**src/rtl/rw_lock_arb.sv**
```systemverilog
module rw_lock_arb #(
  parameter bit READER_FIRST = 1'b0,
  parameter bit PAIR_WAIT    = 1'b0,
  parameter int NRD          = 2
) (
  input  logic           clk,
  input  logic           rst_n,
  input  logic           wr_req,
  output logic           wr_ack,
  input  logic [NRD-1:0] rd_req,
  output logic [NRD-1:0] rd_ack,
  output logic           lock_req,
  input  logic           lock_gnt
);

  typedef enum logic [2:0] {
    S_IDLE, S_LOCK, S_WR, S_WHOLD, S_RD, S_RHOLD, S_REL
  } st_t;

  localparam st_t FIRST    = READER_FIRST ? S_RD  : S_WR;
  localparam st_t AFTER_WR = READER_FIRST ? S_REL : S_RD;
  localparam st_t AFTER_RD = READER_FIRST ? S_WR  : S_REL;

  st_t            st, st_n;
  logic           wr_ack_n;
  logic [NRD-1:0] rd_ack_n;
  logic           wants;

  assign wants = PAIR_WAIT ? (wr_req | (&rd_req)) : (wr_req | (|rd_req));

  always_comb begin
    st_n     = st;
    wr_ack_n = wr_ack;
    rd_ack_n = rd_ack;
    case (st)
      S_IDLE:  if (wants) st_n = S_LOCK;
      S_LOCK:  if (lock_gnt) st_n = FIRST;
      S_WR: begin
        if (wr_req) begin
          wr_ack_n = 1'b1;
          st_n     = S_WHOLD;
        end else begin
          st_n = AFTER_WR;
        end
      end
      S_WHOLD: begin
        if (!wr_req) begin
          wr_ack_n = 1'b0;
          st_n     = AFTER_WR;
        end
      end
      S_RD: begin
        if (|rd_req) begin
          rd_ack_n = rd_req;
          st_n     = S_RHOLD;
        end else begin
          st_n = AFTER_RD;
        end
      end
      S_RHOLD: begin
        rd_ack_n = rd_ack & rd_req;
        if (rd_ack_n == '0) st_n = AFTER_RD;
      end
      S_REL:   if (!lock_gnt) st_n = S_IDLE;
      default: st_n = S_IDLE;
    endcase
  end

  always_ff @(posedge clk or negedge rst_n) begin
    if (!rst_n) begin
      st       <= S_IDLE;
      wr_ack   <= 1'b0;
      rd_ack   <= '0;
      lock_req <= 1'b0;
    end else begin
      st       <= st_n;
      wr_ack   <= wr_ack_n;
      rd_ack   <= rd_ack_n;
      lock_req <= (st_n != S_IDLE) && (st_n != S_REL);
    end
  end

endmodule

```
**config.mk**
```make
export PLATFORM = sky130hd
export DESIGN_NAME = rw_lock_arb
export DESIGN_NICKNAME = d
export VERILOG_FILES = /design/src/rtl/rw_lock_arb.sv
export SDC_FILE = /design/constraint.sdc
export NUM_CORES = 1
export LEC_CHECK = 0
export BUFFER_PORTS_ARGS = -buffer_cell sky130_fd_sc_hd__buf_4
export CAP_MARGIN = 0
export CORE_AREA = 2 2 39 41
export CTS_CLUSTER_DIAMETER = 100
export DETAILED_ROUTE_END_ITERATION = 6
export DIE_AREA = 0 0 41 43
export PLACE_DENSITY = 0.49
export SLEW_MARGIN = 15
export SYNTH_ARGS = -nofsm -noshare
export SYNTH_HDL_FRONTEND = slang
export SYNTH_SLANG_ARGS = --single-unit
```
**constraint.sdc**
```tcl
create_clock -name clk -period 1.9 [get_ports clk]
set_input_delay 0.19 -clock clk [delete_from_list [all_inputs] [get_ports clk]]
set_output_delay 0.19 -clock clk [all_outputs]
set_load 0.02 [all_outputs]
```
== Word-level counts from Yosys, hierarchy flattened ==
Index checks and enable logic that the tools add are counted.
Widths: inputs -> output; s select.
Storage, ports and cells
  bits in registers: 7
  output and inout bits: 4
Operators by class
  equal/unequal tests: 10
  mux-type cells: 13
  bitwise gates (word level): 2
  reductions and logical operators: 9
Operators with widths (count)
  $pmux 3 s7: 1
  $mux 3: 6
  $eq 3x3->1 const B: 3
  $eq 3x2->1 const B: 2
  $ne 2x2->1 const B: 3
  $mux 2: 2
  $pmux 2 s2: 1
  $reduce_bool 2->1: 2
  $eq 3x1->1 const B: 1
  $logic_not 3->1: 1
  $ne 3x3->1 const B: 1
  $reduce_and 3->1: 1
  $reduce_bool 3->1: 1
  $and 2x2->2: 1
  $logic_not 2->1: 1
  $mux 1: 2
  $pmux 1 s2: 1
  $reduce_and 2->1: 1
  $reduce_or 2->1: 1
  $logic_and 1x1->1: 1
  $or 1x1->1: 1

== Logic depth before layout (Yosys ltp) ==
Gate-level depths: netlist of the first run.
  word-level depth: 6
  gate-level depth with buffers: 4
  gate-level depth less buffers: 4

== Least setup slack after synthesis of the first run ==
Ideal clock, no wire load.
  kind: flip-flop to flip-flop
  from: reg rd_ack[0]
  to: reg lock_req
  data arrival time: 1.427 ns
  data required time: 1.782 ns
  slack: 0.355 ns
  cell stages (with the launch flop): 5
  path buffers: 0
  clock period less this slack: 1.545 ns
  cells stage by stage: dfrtp_1 > a22oi_1 > and3b_2 > or4_4 > a21o_1
Between the ends
  longest elaborated chain between the ends: 6
  elaborated cells on any way between the ends: 7
RTL lines
  start, declared: RTL line 11  | output logic [NRD-1:0] rd_ack,
  start signal, assigned: RTL line 78  | rd_ack <= rd_ack_n;
  $and 2x2->2 (*): RTL line 61  | rd_ack_n = rd_ack & rd_req;
  $logic_not 2->1 (*): RTL line 62  | if (rd_ack_n == '0) st_n = AFTER_RD;
  $mux 3 (*): RTL line 62
  $pmux 3 s7 (*): RTL line 35  | case (st)
  net st_n[0]: RTL line 24  | st_t st, st_n;
  $ne 3x3->1 / $reduce_bool 3->1 (equally long branches): RTL line 79  | lock_req <= (st_n != S_IDLE) && (st_n != S_REL);
  $logic_and 1x1->1 (*): RTL line 79
  end signal, assigned: RTL line 79
  end, declared: RTL line 12  | output logic lock_req,
Mark *: on every way through the listed nets, which the timed path passes. The rest lies on a longest branch.
A chain may end at the register's enable or synchronous reset.

== Final worst setup path of the first run ==
  from: reg st[0]
  to: reg lock_req
Between the ends
  longest elaborated chain between the ends: 4
  elaborated cells on any way between the ends: 16
RTL lines
  start, declared: RTL line 24
  start signal, assigned: RTL line 76  | st <= st_n;
  $eq 3x3->1 (tied with other cells): RTL line 35
  $pmux 3 s7 (*): RTL line 35
  net st_n[0]: RTL line 24
  $ne 3x3->1 / $reduce_bool 3->1 (equally long branches): RTL line 79
  $logic_and 1x1->1 (*): RTL line 79
Marks and branches as above.

==> results of run 1 <==
[timing repair]
| item | CTS | global route |
|---|---|---|
| hold buffers | 1 | 0 |
| setup endpoints to repair | 0 | 0 |
| endpoints found under the hold margin | 7 | 0 |
[worst max-delay path, stage by stage, from the launching register on]
cell and delay, ns:
dfrtp_1 0.45, nor4_1 0.29, a2111oi_0 0.10, or4_4 0.53, a21o_1 0.16
[sequential cells by signal (all words and copies together) (netlist names)]
signal    cells
st            3
rd_ack        2
lock_req      1
wr_ack        1
[worst paths after layout]
kind | startpoint | end | slack, ns
max in group asynchronous | rst_n | rd_ack[0]$_DFFE_PN0P_ | 1.49
max | st[0]$_DFF_PN0_ | lock_req$_DFF_PN0_ | 0.25
max reg2reg | st[0]$_DFF_PN0_ | lock_req$_DFF_PN0_ | 0.25
min | rd_req[1] | rd_ack[1]$_DFFE_PN0P_ | 0.19
min reg2reg | rd_ack[1]$_DFFE_PN0P_ | rd_ack[1]$_DFFE_PN0P_ | 0.55
min in group asynchronous | rst_n | wr_ack$_DFFE_PN0P_ | 0.29
[cells in the mapped netlist]
| cell type | count |
|---|---|
| or2_2 | 1 |
| nor2_1 | 2 |
| inv_1 | 2 |
| o21ai_0 | 3 |
| and2b_2 | 1 |
| a21oi_1 | 1 |
| o22a_1 | 2 |
| nor4_1 | 1 |
| and3b_2 | 2 |
| nor3b_1 | 2 |
| a21o_1 | 1 |
| nand4_1 | 1 |
| dfrtp_1 | 7 |
| nand3_1 | 2 |
| o21bai_1 | 1 |
| or4_4 | 1 |
| a2111oi_0 | 1 |
| a31o_2 | 1 |
| a22oi_1 | 1 |
| nor2b_1 | 2 |
| o22ai_1 | 1 |
| nand2_1 | 1 |
| nand2b_1 | 1 |
[logic make-up (layout without fill, tap and decap cells)]
family / after synthesis / in the layout / synth area share
DFF: 7 / 7 / 0.461
and+or+nand+nor: 17 / 17 / 0.299
buffers and inverters: 2 / 16 / 0.0197
AOI/OAI and AO/OA: 12 / 12 / 0.220
[final cells by class]
type / count / area [µm²]
Fill cell: 152 / 880
Multi-Input combinational cell: 29 / 198
Sequential cell: 7 / 175
Timing Repair Buffer: 10 / 77.6
Clock buffer: 4 / 26.3
Tap cell: 16 / 20.0
Inverter: 2 / 7.51
[report_power, final]
part	switching [W]	internal [W]	total, W
combinational	0.000190	0.000218	0.000408
clock	0.0000535	0.0000800	0.000134
sequential	0.0000878	0.000221	0.000308
[per-layer routing]
| metal | vias up | GRT usage |
|---|---|---|
| met5 | - | 0 |
| met4 | 0 | 0.0400 |
| met3 | 0 | 0.0628 |
| met2 | 7 | 0.188 |
| met1 | 163 | 0.172 |
| li1 | 171 | - |
[metrics by stage]
stage | utilization | area [µm²] | instances
final | 0.364 | 504 | 68
after detailed placement | 0.338 | 468 | 63
after global routing | 0.364 | 504 | 68
after floorplan | - | 380 | 38
after global placement | 0.338 | 468 | 63
after CTS | 0.364 | 504 | 68
==> run summary, run 1 <==
Inserted Clock Buffers: 3
Post-DP HPWL: 711 µm
Worst-Margin Slew: 0.485 ns
WL per Instance: 13.4 µm
die height: 43 µm
Reg2Reg Depth: 4
CP Launch Type: flop
setup TNS: 0 ns
core area: 1380 µm²
register area share after synthesis: 0.461
Area Growth Syn to Fin: 32.6%
Worst-path clk slew: 0.05 ns
Setup WS post-layout: 0.254 ns
syn_nets: 44
TritonCTS clock tree: done
Max Cap Violations: 0
RSZ-0062 raised after global routing: no
top cell type's share of synthesized area: 0.461
mapped cell area: 380 µm²
Residual DRC: 0
die area: 1760 µm²
Yosys top cell by area: dfrtp_1
WL met2: 452 µm
Synth Area per Inst: 10.0 µm²
ANT cells: 0
Tcrit/Tclk final: 0.866
maximum clock insertion buffer count: 2
vias post-DR: 341
PD cells: 1690 nW/µm²
standard-cell rows: 14
final net count: 59
io pins: 10
Final min period: 1.65 ns
largest net degree at the start of global routing: 10
routed wl met3: 36 µm
Fmax: 607 MHz
wire length on met1: 419 µm
H-tree depth: 1
clock root cell: clkbuf_4
DRT Pass-1 Iters: 3
worst relative slew slack: 0.676
endpoints failing setup: 0
Total Wirelength: 908 µm
WHS Path Cells: 2
dpl ws: 0.274 ns
Worst EP arrival: 1.78 ns
number of antenna-violating nets in the routed design: 0
Max rail drop VDD: 0.690 mV
commonest cells after routing, fill and taps aside: 9 x buf_4, 7 x dfrtp_1, 3 x o21ai_0, 3 x clkbuf_4
Cells after Synth: 38
register bit total from synthesis: 7
Max Clock Skew: 0.00231 ns
total global routing overflow: 0
GRT Overall Usage: 0.132
die boundary width: 41 µm
status: finished, final reports clean
WS Path Type: reg -> reg
top layer in use: met3
leading cell type in the layout, fill and taps excluded: buf_4
Leak Pwr: 0.224 nW
DRT iter0 DRCs: 9
clk sinks: 7
synth warn: 0
critical path fanouts, max: 9
clock latency on the worst-skew pair: 0.25 ns
post-cts resize count: 0
vias in the first global route: 348
endpoints failing hold: 0
Hold WC Path Type: in -> reg
initial antenna violation count: 0
effective utilization at floorplan: 0.275
RD Place Congestion: 0.781
share of layout cells above drive strength 1: 0.346
top post-synthesis cells by area: dfrtp_1 46%, and3b_2 5.3%, o22a_1 4.6%
Slew Viols, Final: 0
data required time of the worst path: 2.04 ns
port bufs: 9
Setup Buffers After CTS: 0
vias per cell: 5.01
Synth cell types: 23
global-route wire length before repair: 1540 µm
Critical Path End Type: flop
Tot Pwr: 0.000850 W
Worst Hold Slack: 0.187 ns
Power figures use the tool's default switching activity.
==> run 2: changes to the inputs <==
- CELL_PAD_IN_SITES_DETAIL_PLACEMENT: not set -> 2
- CELL_PAD_IN_SITES_GLOBAL_PLACEMENT: not set -> 2
- CORE_AREA: 2 2 39 41 -> 2 2 40 42
- DIE_AREA: 0 0 41 43 -> 0 0 42 44
- PLACE_DENSITY: 0.49 -> 0.7
- SETUP_SLACK_MARGIN: not set -> 0.2
==> run 2 against run 1 <==
Against the previous run: routed wire length up 30%; die area up 4.8%; power up 6.3%; count of clock-buffer cells in the layout unchanged; sequential power up 2%; highest routed layer is now met4; utilization up 0.16 points; hold slack worse by 0.010 ns; worst setup slack better by 0.024 ns; sequential cell count unchanged; final cell count up 1.5%.
==> run summary, run 2 (synthesis results as in run 1) <==
status: finished, final reports clean
Setup WS post-layout: 0.278 ns
Worst path max stage delay: 0.53 ns
DRT iter0 DRCs: 7
Post-DP HPWL: 839 µm
Max rail drop VDD: 0.612 mV
crit-path leading delay family: simple AND/OR/NAND/NOR gates
largest net degree at the start of global routing: 10
max FFs per register: 3
Final min period: 1.62 ns
top layer in use: met4
share of layout cells above drive strength 1: 0.396
global-route wire length before repair: 1990 µm
top flop regs: st x3, rd_ack x2
Slew Viols, Final: 0
CP bufs+invs: 0
Worst EP arrival: 1.77 ns
io pins: 10
total global routing overflow: 0
endpoints failing hold: 0
data required time of the worst path: 2.05 ns
Leak Pwr: 0.228 nW
Critical Path End Type: flop
routed wl met3: 42 µm
Tcrit/Tclk final: 0.854
WL per Instance: 17.1 µm
worst path cell trace: nor4_2 > a2111oi_0 > or4_4 > a21o_1
wire length on met1: 540 µm
vias in the first global route: 417
number of antenna-violating nets in the routed design: 0
DP Area: 468 µm²
die height: 44 µm
CP Launch Type: flop
Total Wirelength: 1180 µm
initial antenna violation count: 0
largest reg by FF count: st
final cell count without fillers: 69
die area: 1850 µm²
final net count: 60
effective utilization at floorplan: 0.268
Cells after DPL: 63
dpl ws: 0.241 ns
slowest stage cell, crit path: or4_4
RSZ-0062 raised after global routing: no
Area Growth Syn to Fin: 36.5%
clock latency on the worst-skew pair: 0.26 ns
clock root cell: clkbuf_4
ANT cells: 0
leading cell type in the layout, fill and taps excluded: buf_4
RD Place Congestion: 0.838
WS Path Type: reg -> reg
core area: 1420 µm²
port bufs: 9
Max Clock Skew: 0.00939 ns
final instance area: 519 µm²
maximum clock insertion buffer count: 2
TritonCTS clock tree: done
standard-cell rows: 14
endpoints failing setup: 0
worst relative slew slack: 0.674
WL met2: 566 µm
critical path fanouts, max: 8
GRT Overall Usage: 0.150
vias post-DR: 372
vias per cell: 5.39
Worst-path clk slew: 0.06 ns
H-tree depth: 1
r2r setup slk: 0.28 ns
PD cells: 1740 nW/µm²
DRT Pass-1 Iters: 5
Inserted Clock Buffers: 3
Fmax: 616 MHz
fin util: 0.366
Residual DRC: 0
clk sinks: 7
Max Cap Violations: 0
commonest cells after routing, fill and taps aside: 10 x buf_4, 6 x dfrtp_1, 3 x o21ai_0, 3 x clkbuf_4
die boundary width: 42 µm
Worst-Margin Slew: 0.488 ns
Hold WC Path Type: in -> reg
setup TNS: 0 ns
## run 2: cell type report
cell class | instances | area [µm²]
well taps | 16 | 20.0
flip-flops and latches | 7 | 176
inverters | 2 | 7.51
multi-input cells | 29 | 204
clock buffers | 4 | 26.3
fillers | 165 | 900
repair buffers | 11 | 85.1
## run 2: metal layers
| layer | up-vias | track usage |
|---|---|---|
| met5 | - | 0 |
| met4 | 0 | 0.0968 |
| met3 | 5 | 0.0417 |
| met2 | 7 | 0.228 |
| met1 | 187 | 0.188 |
| li1 | 173 | - |
## run 2: metrics by stage
| stage | hold slack (ns) | total power (W) |
|---|---|---|
| 2_1_floorplan | -0.106 | 0.000580 |
| 3_3_place_gp | 0.00840 | 0.000706 |
| 3_5_place_dp | 0.00873 | 0.000729 |
| 4_1_cts | 0.169 | 0.000881 |
| 5_1_grt | 0.188 | 0.000982 |
| 6_report | 0.177 | 0.000903 |
## run 2: final timing paths
path	startpoint	to	cells past startpoint
worst min-delay path	rd_req[0]	rd_ack[0]$_DFFE_PN0P_	2
worst max register to register	st[0]$_DFF_PN0_	lock_req$_DFF_PN0_	4
max in group asynchronous	rst_n	st[0]$_DFF_PN0_	2
min in group asynchronous	rst_n	wr_ack$_DFFE_PN0P_	2
worst min register to register	rd_ack[0]$_DFFE_PN0P_	rd_ack[0]$_DFFE_PN0P_	1
worst max-delay path	st[0]$_DFF_PN0_	lock_req$_DFF_PN0_	4
## run 2: what timing repair did
action | 4_1_cts | 5_1_grt
hold buffers | 1 | 0
setup buffers | 0 | 1
hold endpoints to repair | 7 | 0
setup endpoints to repair | 0 | 3
gates resized for setup | 0 | 2
## run 2: power breakdown
part           leakage, nW  total, W  switching [W]  internal, W
logic                0.135  0.000446       0.000214     0.000231
clock network       0.0150  0.000142      0.0000619    0.0000806
registers           0.0781  0.000315      0.0000923     0.000223
total                0.228  0.000903       0.000369     0.000535
